[config.mk]
export PLATFORM = sky130hd
export DESIGN_NAME = psfb_gate_seq
export DESIGN_NICKNAME = d
export VERILOG_FILES = /design/src/rtl/psfb_pkg.sv /design/src/rtl/psfb_timebase.sv /design/src/rtl/psfb_setpoints.sv /design/src/rtl/psfb_drive.sv /design/src/rtl/psfb_gate_seq.sv
export SDC_FILE = /design/constraint.sdc
export NUM_CORES = 1
export LEC_CHECK = 0
export ABC_AREA = 1
export BUFFER_PORTS_ARGS = -buffer_cell sky130_fd_sc_hd__buf_2
export CORE_MARGIN = 2
export CORE_UTILIZATION = 41
export CTS_BUF_LIST = sky130_fd_sc_hd__clkbuf_2
export CTS_CLUSTER_SIZE = 24
export DETAILED_ROUTE_END_ITERATION = 8
export GPL_TIMING_DRIVEN = 0
export SKIP_LAST_GASP = 1
export SYNTH_ARGS = -nofsm -noshare
export SYNTH_HDL_FRONTEND = slang
export SYNTH_SLANG_ARGS = --single-unit
[constraint.sdc]
create_clock -name clk -period 6.95 [get_ports clk]
set_input_delay 0 -clock clk [delete_from_list [all_inputs] [get_ports clk]]
set_output_delay 0 -clock clk [all_outputs]
set_load 0.01 [all_outputs]
[src/rtl/psfb_pkg.sv]
// Shared types for the phase-shifted bridge sequencer.
package psfb_pkg;

    // Which leading-leg switch owns the current half-cycle
    typedef enum logic {
        HALF_LEAD  = 1'b0,
        HALF_TRAIL = 1'b1
    } half_e;

    // The six gate levels, primary pairs first
    typedef struct packed {
        logic lead_p;
        logic lead_n;
        logic lag_p;
        logic lag_n;
        logic rect_p;
        logic rect_n;
    } gates_t;

endpackage

[src/rtl/psfb_timebase.sv]
// Half-cycle position counter.
// Counts steps 0..HALF_STEPS-1 within a half and toggles the half owner on wrap.
// Assumes step is a single-clock tick; en low parks the counter at the start.
module psfb_timebase
    import psfb_pkg::*;
#(
    parameter int unsigned HALF_STEPS = 32,
    parameter int unsigned CW         = $clog2(HALF_STEPS + 1)
) (
    input  logic          clk,
    input  logic          rst_n,
    input  logic          en,
    input  logic          step,
    output half_e         half,
    output logic [CW-1:0] pos,
    output logic          first
);

    localparam logic [CW-1:0] LAST = CW'(HALF_STEPS - 1);

    // Advance position on each tick, swap half owner at wrap
    always_ff @(posedge clk) begin
        if (!rst_n || !en) begin
            pos  <= '0;
            half <= HALF_LEAD;
        end else if (step) begin
            if (pos == LAST) begin
                pos  <= '0;
                half <= (half == HALF_LEAD) ? HALF_TRAIL : HALF_LEAD;
            end else begin
                pos <= pos + CW'(1);
            end
        end
    end

    // First step of a half-cycle
    assign first = (pos == '0);

endmodule

[src/rtl/psfb_setpoints.sv]
// Setting clamp and half-boundary capture.
// Clamps dead times to 1..HALF_STEPS-1, limits the lag offset so the lag
// turn-on lands inside the half, and limits the rectifier delay to one step
// before that turn-on. Values are captured on the first step of each half;
// during that step the live clamped values are used directly.
module psfb_setpoints #(
    parameter int unsigned HALF_STEPS = 32,
    parameter int unsigned CW         = $clog2(HALF_STEPS + 1)
) (
    input  logic          clk,
    input  logic          rst_n,
    input  logic          en,
    input  logic          step,
    input  logic          first,
    input  logic [CW-1:0] dead_ab,
    input  logic [CW-1:0] dead_cd,
    input  logic [CW-1:0] phase_cmd,
    input  logic [CW-1:0] sr_delay,
    output logic [CW-1:0] lead_dead,
    output logic [CW-1:0] lag_off,
    output logic [CW-1:0] lag_on,
    output logic [CW-1:0] rect_off
);

    localparam logic [CW-1:0] MAXD = CW'(HALF_STEPS - 1);

    function automatic logic [CW-1:0] clamp_dead(input logic [CW-1:0] x);
        if (x == '0)  return CW'(1);
        if (x > MAXD) return MAXD;
        return x;
    endfunction

    logic [CW-1:0] ab_c, cd_c, ps_lim, ps_c, on_c, sr_lim, sr_c;
    logic [CW-1:0] ab_q, off_q, on_q, sr_q;

    // Clamp the live inputs into a safe, ordered set
    always_comb begin
        ab_c   = clamp_dead(dead_ab);
        cd_c   = clamp_dead(dead_cd);
        ps_lim = MAXD - cd_c;
        ps_c   = (phase_cmd > ps_lim) ? ps_lim : phase_cmd;
        on_c   = ps_c + cd_c;
        sr_lim = on_c - CW'(1);
        sr_c   = (sr_delay > sr_lim) ? sr_lim : sr_delay;
    end

    // Capture clamped settings at the start of every half
    always_ff @(posedge clk) begin
        if (!rst_n) begin
            ab_q  <= CW'(1);
            off_q <= '0;
            on_q  <= CW'(1);
            sr_q  <= '0;
        end else if (en && step && first) begin
            ab_q  <= ab_c;
            off_q <= ps_c;
            on_q  <= on_c;
            sr_q  <= sr_c;
        end
    end

    assign lead_dead = first ? ab_c : ab_q;
    assign lag_off   = first ? ps_c : off_q;
    assign lag_on    = first ? on_c : on_q;
    assign rect_off  = first ? sr_c : sr_q;

endmodule

[src/rtl/psfb_drive.sv]
// Gate output stage.
// Applies the per-half switching events to registered gate levels: lagging
// leg and rectifier edges as set/clear events, leading leg as a window decode.
// The interlock is evaluated on the next rectifier levels, so a primary gate
// can never be registered high alongside two high rectifier gates.
module psfb_drive
    import psfb_pkg::*;
#(
    parameter int unsigned CW = 6
) (
    input  logic          clk,
    input  logic          rst_n,
    input  logic          en,
    input  logic          step,
    input  half_e         half,
    input  logic [CW-1:0] pos,
    input  logic [CW-1:0] lead_dead,
    input  logic [CW-1:0] lag_off,
    input  logic [CW-1:0] lag_on,
    input  logic [CW-1:0] rect_off,
    output gates_t        gates
);

    gates_t nxt;
    logic   rect_both;

    // Next gate levels for the current step position
    always_comb begin
        nxt = gates;
        if (half == HALF_LEAD) begin
            if (pos == lag_off)  nxt.lag_n  = 1'b0;
            if (pos == rect_off) nxt.rect_p = 1'b0;
            if (pos == lag_on) begin
                nxt.lag_p  = 1'b1;
                nxt.rect_p = 1'b1;
            end
        end else begin
            if (pos == lag_off)  nxt.lag_p  = 1'b0;
            if (pos == rect_off) nxt.rect_n = 1'b0;
            if (pos == lag_on) begin
                nxt.lag_n  = 1'b1;
                nxt.rect_n = 1'b1;
            end
        end
        rect_both  = nxt.rect_p && nxt.rect_n;
        nxt.lead_p = (half == HALF_LEAD)  && (pos >= lead_dead) && !rect_both;
        nxt.lead_n = (half == HALF_TRAIL) && (pos >= lead_dead) && !rect_both;
    end

    // Register gate levels; disable clears them on the next edge
    always_ff @(posedge clk) begin
        if (!rst_n || !en) begin
            gates <= '0;
        end else if (step) begin
            gates <= nxt;
        end
    end

endmodule

[src/rtl/psfb_gate_seq.sv]
// Phase-shifted full-bridge gate sequencer, top level.
// Ties the half-cycle timebase, the setting clamp/capture and the gate stage
// together. Assumes all setting inputs are synchronous to clk.
module psfb_gate_seq
    import psfb_pkg::*;
#(
    parameter  int unsigned HALF_STEPS = 32,
    localparam int unsigned CW         = $clog2(HALF_STEPS + 1)
) (
    input  logic          clk,
    input  logic          rst_n,
    input  logic          en,
    input  logic          step,
    input  logic [CW-1:0] phase_cmd,
    input  logic [CW-1:0] dead_ab,
    input  logic [CW-1:0] dead_cd,
    input  logic [CW-1:0] sr_delay,
    output logic          lead_p,
    output logic          lead_n,
    output logic          lag_p,
    output logic          lag_n,
    output logic          rect_p,
    output logic          rect_n
);

    half_e         half;
    logic [CW-1:0] pos;
    logic          first;
    logic [CW-1:0] lead_dead, lag_off, lag_on, rect_off;
    gates_t        gates;

    psfb_timebase #(.HALF_STEPS(HALF_STEPS), .CW(CW)) u_timebase (
        .clk(clk), .rst_n(rst_n), .en(en), .step(step),
        .half(half), .pos(pos), .first(first)
    );

    psfb_setpoints #(.HALF_STEPS(HALF_STEPS), .CW(CW)) u_setpoints (
        .clk(clk), .rst_n(rst_n), .en(en), .step(step), .first(first),
        .dead_ab(dead_ab), .dead_cd(dead_cd), .phase_cmd(phase_cmd),
        .sr_delay(sr_delay),
        .lead_dead(lead_dead), .lag_off(lag_off), .lag_on(lag_on),
        .rect_off(rect_off)
    );

    psfb_drive #(.CW(CW)) u_drive (
        .clk(clk), .rst_n(rst_n), .en(en), .step(step),
        .half(half), .pos(pos),
        .lead_dead(lead_dead), .lag_off(lag_off), .lag_on(lag_on),
        .rect_off(rect_off), .gates(gates)
    );

    assign lead_p = gates.lead_p;
    assign lead_n = gates.lead_n;
    assign lag_p  = gates.lag_p;
    assign lag_n  = gates.lag_n;
    assign rect_p = gates.rect_p;
    assign rect_n = gates.rect_n;

endmodule

==> Yosys cells after proc, flatten, opt, wreduce, memory -nomap -nowiden <==
Cells that the tools add are included.
{ "word_totals": {"regBits": 37, "output_inout_bits": 6, "elab_cells": 78} }
{ "classes": {"add_sub_neg": 4, "magnitude_cmp": 5, "eq_ne": 6, "muxes": 31, "n_bitwise": 1, "n_reduce_logical": 19} }
{ "ops": {"columns": ["operator", "count"], "rows": [
  ["two-way mux 6 bit", 15],
  ["equality test 6 bit", 3],
  ["zero test 6 bit", 3],
  ["two-way mux 1 bit", 15],
  ["> comparator 6 x 5 -> 1 bit (second input constant)", 2],
  ["> comparator 6 bit", 2],
  ["logical AND 1 bit", 7],
  ["adder 6 x 1 -> 6 bit (second input constant)", 1],
  ["adder 6 bit", 1],
  ["equality test 6 x 5 -> 1 bit (second input constant)", 1],
  ["greater-or-equal comparator 6 bit", 1],
  ["AND reduction 3 bit", 2],
  ["subtractor 5 x 6 -> 6 bit (first input constant)", 1],
  ["subtractor 6 x 1 -> 6 bit (second input constant)", 1],
  ["!= test 2 x 1 -> 1 bit (second input constant)", 2],
  ["nonzero test 2 bit", 2],
  ["zero test 1 bit", 3],
  ["two-way mux 2 bit", 1],
  ["AND reduction 2 bit", 1],
  ["logical OR 1 bit", 1],
  ["NOT 1 bit", 1]
]} }

==> Depth between registers and ports, before layout <==
{ "logic_depth": {"depth_word": 20, "ltp_mapped": 44, "mapped_depth_nobuf": 43} }

==> Hierarchy <==
From an unflattened synthesis, not the netlist that was laid out.
{ "hier_totals": {"cells_unflattened": 516, "hier_area_um2": 3195.6} }
{ "modules_own_cells": {"columns": ["mod", "n_inst", "cells_per_inst", "area_each_um2", "seq_area_each_um2"], "rows": [
  ["psfb_setpoints", 1, 331, 2084.5, 480.5],
  ["psfb_drive", 1, 135, 753.2, 120.1],
  ["psfb_timebase", 1, 50, 357.8, 140.1]
]} }

==> Worst setup path before layout <==
Ideal clock, no wire load.
{ "synth_path": {"path_type": "input -> register", "from": "input port dead_cd[0]", "to": "register, netlist name u_drive.gates[0]", "setup_time_ns": 0.116, "arrival_ns": 4.400, "path_slack_ns": 2.434, "stages": 41, "n_path_buf": 2, "cell_sequence": "nor4_1 nand2_1 nand3_1 inv_1 ha_1 inv_1 nand2_1 nand2_1 nand4_1 nand3_2 nand2_2 buf_8 o21ai_2 ha_1 inv_1 fa_1 nand3b_1 nand2_1 (+5 left out) nand2_1 ha_1 nand2_1 nor2_1 o21ai_1 nand3_1 nand2_2 buf_6 o211ai_2 nand3_1 nand2_1 nand3_1 nor2_1 nand3_2 nand2_1 nand2_1 o21ai_0 inv_1"} }
{ "synth_between": {"elab_chain_cells": 17} }
{ "synth_lines": {"columns": ["item", "line", "rtl"], "rows": [
  ["start, declared", "psfb_gate_seq.sv:16", "input logic [CW-1:0] dead_cd,"],
  ["> comparator 6 x 5 -> 1 bit", "psfb_setpoints.sv:29", "if (x > MAXD) return MAXD;"],
  ["two-way mux 1 bit (2 in a row)", "psfb_setpoints.sv:29", null],
  ["two-way mux 6 bit", "psfb_setpoints.sv:30", "return x;"],
  ["two-way mux 6 bit (*)", "psfb_setpoints.sv:29", null],
  ["subtractor 5 x 6 -> 6 bit (*)", "psfb_setpoints.sv:40", "ps_lim = MAXD - cd_c;"],
  ["> comparator 6 bit", "psfb_setpoints.sv:41", "ps_c = (phase_cmd > ps_lim) ? ps_lim : phase_cmd;"],
  ["two-way mux 6 bit (*)", "psfb_setpoints.sv:41", null],
  ["via u_setpoints.ps_c[0]", "psfb_setpoints.sv:33", "logic [CW-1:0] ab_c, cd_c, ps_lim, ps_c, on_c, sr_lim, sr_c;"],
  ["adder 6 bit (*)", "psfb_setpoints.sv:42", "on_c = ps_c + cd_c;"],
  ["subtractor 6 x 1 -> 6 bit", "psfb_setpoints.sv:43", "sr_lim = on_c - CW'(1);"],
  ["> comparator 6 bit", "psfb_setpoints.sv:44", "sr_c = (sr_delay > sr_lim) ? sr_lim : sr_delay;"],
  ["two-way mux 6 bit", "psfb_setpoints.sv:44", null],
  ["two-way mux 6 bit", "psfb_setpoints.sv:65", "assign rect_off = first ? sr_c : sr_q;"],
  ["equality test 6 bit", "psfb_drive.sv:39", "if (pos == rect_off) nxt.rect_n = 1'b0;"],
  ["two-way mux 1 bit", "psfb_drive.sv:39", null],
  ["two-way mux 1 bit (*)", "psfb_drive.sv:40", "if (pos == lag_on) begin"],
  ["two-way mux 1 bit (*)", "psfb_drive.sv:30", "if (half == HALF_LEAD) begin"]
]} }
Mark *: on every way through the listed nets, which the timed path passes. The rest lies on a longest branch. The select of a mux whose other input is x is not followed.
A chain may end at the register's enable or synchronous reset.

==> Worst setup path after layout <==
{ "layout_path": {"from": "input port phase_cmd[5]", "to": "register, netlist name u_drive.gates[5]"} }
{ "layout_between": {"elab_chain_cells": 14} }
{ "layout_lines": {"columns": ["item", "line", "rtl"], "rows": [
  ["start, declared", "psfb_gate_seq.sv:14", "input logic [CW-1:0] phase_cmd,"],
  ["> comparator 6 bit (*)", "psfb_setpoints.sv:41", null],
  ["two-way mux 6 bit (*)", "psfb_setpoints.sv:41", null],
  ["via u_setpoints.ps_c[0]", "psfb_setpoints.sv:33", null],
  ["adder 6 bit (*)", "psfb_setpoints.sv:42", null],
  ["subtractor 6 x 1 -> 6 bit", "psfb_setpoints.sv:43", null],
  ["> comparator 6 bit", "psfb_setpoints.sv:44", null],
  ["two-way mux 6 bit", "psfb_setpoints.sv:44", null],
  ["two-way mux 6 bit", "psfb_setpoints.sv:65", null],
  ["equality test 6 bit", "psfb_drive.sv:32, psfb_drive.sv:39", null],
  ["two-way mux 1 bit (on tied branches)", "psfb_drive.sv:32, psfb_drive.sv:39", null],
  ["two-way mux 1 bit (on tied branches)", "psfb_drive.sv:33, psfb_drive.sv:40", null],
  ["two-way mux 1 bit", "psfb_drive.sv:30", null],
  ["logical AND 1 bit (*)", "psfb_drive.sv:45", "rect_both = nxt.rect_p && nxt.rect_n;"],
  ["zero test 1 bit (*)", "psfb_drive.sv:46", "nxt.lead_p = (half == HALF_LEAD) && (pos >= lead_dead) && !rect_both;"],
  ["logical AND 1 bit (*)", "psfb_drive.sv:46", null]
]} }
Mark *: on every way through the listed nets, which the timed path passes. The rest lies on a longest branch.

==> results.toml <==
[floorplan]
ios = 34
die_w_um = 90.8
fp.dieH_um = 90.8
initial_core_util_pct = 42.6
rows = 31
dieArea_mm2 = 0.00824
core_mm2 = 0.00725

[run]
cap_viol_max_count = 0

[route]
wl_um = 7820
dr.pass1.iters = 4
routedWlPerCell_um = 12.5
drt-initial-drc-count = 115
drcViolationCount = 0
vias = 3039
viasPerCell = 4.86
ant_nets = 0

[place]
place.detailed.hpwl_um = 5960
routabilityCongestion = 0.854
post-place-ws_ns = 1.55
dpl-instance-area_mm2 = 0.00338
io_buffers = 33

[timing]
rsz0062_at_grt = "no"
hold_viol = 0
tightest_slew_ns = 0.546
post-route-period-util_pct = 75.0
slew_headroom_pct = 63.6
setup_ws_ns = 1.74
period_minus_slack_ns = 5.21
setup_viol = 0
fin_hold_ws_ns = 0.0182
fmax_ghz = 0.192
slew_viol_final = 0
fin_skew_ns = 0.0245
tns_ns = 0

[min_path]
whs_path_depth = 3
hp-class = "in2reg"

[final_layout]
final_area_mm2 = 0.00365
layout.nets = 579
drive_above_1_share_pct = 18.1
syn2layout_area_growth_pct = 18.2
antenna_cells = 0

[power]
p_leak_uw = 0.00189
p_per_area_mw_per_mm2 = 197
irDropWorstVdd_uv = 136
power_uw = 718

[synth]
synth_fp_nets = 518
yosys.area.top_type = "dfxtp_1"
syn_inst = 464
ys_types = 42
async_flop_share_pct = 0
synth-seq-cells = 37
syn_avg_cell_area_um2 = 6.65
synth.top_cell.area_share_pct = 24.0
seq_area_frac_synth_pct = 24.0
netlist_area_mm2 = 0.00309
ys_warn_count = 0
yosys-top-cells-area = "dfxtp_1, nand2_1, ha_1, inv_1, o21ai_0"
ys_dominant_reg_cell = "dfxtp_1"
synth_edf_count = 0

[worst_setup_path]
end_kind = "flop"
crit_type = "in2reg"
crit_family = "simple AND/OR/NAND/NOR gates"
crit_path_top_delay_cell = "dlygate4sd3_1"
crit_path_max_fanout = 10
cp.arrival_ns = 5.57
crit_path_start_kind = "input pin"
cp.required_ns = 7.31
crit_buf_inv = 7
cp_common_cell = "nand2_1"
slowest_delay_ns = 0.53
reg2reg_depth = 21
worst-path-stages = 39

[cts]
clock-sinks = 37
cts_buffer_depth = 2
htreeDepth = 2
clkTransAtPathRegs_ns = 0.20
cts_tree = "done"
cts_made_buffers = 5
cts_root_buf = "clkbuf_2"
ctsResizeCount = 0
clk-insertion-delay-late_ns = 0.41

[global_route]
antenna_found_initial = 0
grt_first_pass_wirelength_um = 13500
grt-ovfl-total = 0
grt_pass1_vias = 2882
grt_max_degree = 12
track_usage_pct = 19.9

[run_status]
status = "finished clean"
==> registers in the layout, indices dropped and copies added (netlist names) <==
signal	count
u_drive.gates	6
u_setpoints.ab_q	6
u_setpoints.off_q	6
u_setpoints.on_q	6
u_setpoints.sr_q	6
u_timebase.half	1
u_timebase.pos	6
==> worst min-delay path, delay by kind of cell <==
| kind | cells | cell delay, ns |
|---|---|---|
| buffers and inverters | 1 | 0.10 |
| and+or+nand+nor | 1 | 0.24 |
| AOI/OAI and AO/OA | 1 | 0.07 |
==> synthesized netlist by cell type, types with 3 or more instances <==
| cell | number |
|---|---|
| buf_2 | 6 |
| nor4_1 | 4 |
| o211ai_2 | 4 |
| o21ai_1 | 3 |
| nand4_1 | 4 |
| nand2_2 | 9 |
| or2_2 | 3 |
| nand3_2 | 9 |
| o211ai_1 | 4 |
| nor2_2 | 4 |
| xor2_1 | 10 |
| o21ai_0 | 38 |
| nand2_1 | 106 |
| o21ai_2 | 8 |
| nand3_1 | 21 |
| nor2_1 | 28 |
| inv_1 | 73 |
| inv_2 | 3 |
| a21oi_1 | 36 |
| o21a_1 | 3 |
| ha_1 | 25 |
| dfxtp_1 | 37 |
==> where the power goes <==
part,switching [uW],internal [uW],total [uW],leakage (uW)
combinational,215,137,352,0.00154
sequential,5.55,225,230,0.000303
clock,74.6,61.4,136,0.0000406
==> layer usage <==
metal | wire, um | GRT usage [%] | vias to the layer above | share of wire, %
met4 | 55 | 3.97 | 0 | 0.70
met2 | 3520 | 33.3 | 22 | 45
met1 | 4080 | 27.1 | 1383 | 52
met3 | 171 | 3.09 | 7 | 2.2
met5 | 0 | 0 | - | 0
li1 | - | - | 1627 | -
==> per-stage QoR <==
step,util (%),std cells
2_1_floorplan,-,464
3_3_place_gp,46.5,596
3_5_place_dp,46.5,596
4_1_cts,50.3,625
5_1_grt,50.3,625
6_report,50.3,625
==> cell type report <==
| class | instances | area [um2] |
|---|---|---|
| Buffer | 14 | 93.8 |
| Multi-Input combinational cell | 336 | 1960 |
| Tap cell | 99 | 124 |
| Clock inverter | 2 | 33.8 |
| Inverter | 77 | 289 |
| Fill cell | 771 | 3600 |
| Sequential cell | 37 | 741 |
| Clock buffer | 6 | 30.0 |
| Timing Repair Buffer | 54 | 375 |
==> timing repair <==
item,in CTS,in global routing
setup endpoints to repair,0,0
setup buffers,0,0
hold endpoints to repair,22,0
hold buffers,21,0
==> layout by cell type (no fill, tap or decap), drive strengths merged, types with 8 or more instances in the layout <==
cell type | netlist | layout
o21ai | 49 | 49
inv | 76 | 76
nand3 | 31 | 31
buf | 12 | 45
nor2 | 32 | 32
o211ai | 8 | 8
dfxtp | 37 | 37
xor2 | 10 | 10
dlygate4sd3 | 0 | 21
a21oi | 37 | 37
nand2 | 115 | 115
clkbuf | 2 | 8
ha | 25 | 25
==> final timing paths <==
check,startpoint,end,slack [ns]
hold reg to reg,u_setpoints.ab_q[5]$_SDFFE_PN0P_,u_setpoints.ab_q[5]$_SDFFE_PN0P_,0.45
hold / removal,en,u_drive.gates[4]$_SDFFE_PP0P_,0.02
setup reg to reg,u_timebase.pos[1]$_SDFFE_PP0P_,u_drive.gates[5]$_SDFFE_PP0P_,3.64
setup / recovery,phase_cmd[5],u_drive.gates[5]$_SDFFE_PP0P_,1.74
==> logic make-up after synthesis <==
family / Yosys count / synth area share, %
xor gates and xnor gates: 12 / 3.65
and+or+nand+nor: 195 / 29.4
other: 1 / 0.121
buffers and inverters: 91 / 12.4
DFF: 37 / 24.0
AOI/OAI and AO/OA: 102 / 19.6
adders and majority gates: 26 / 10.8
Note: power is estimated with default switching activity, not from simulation.
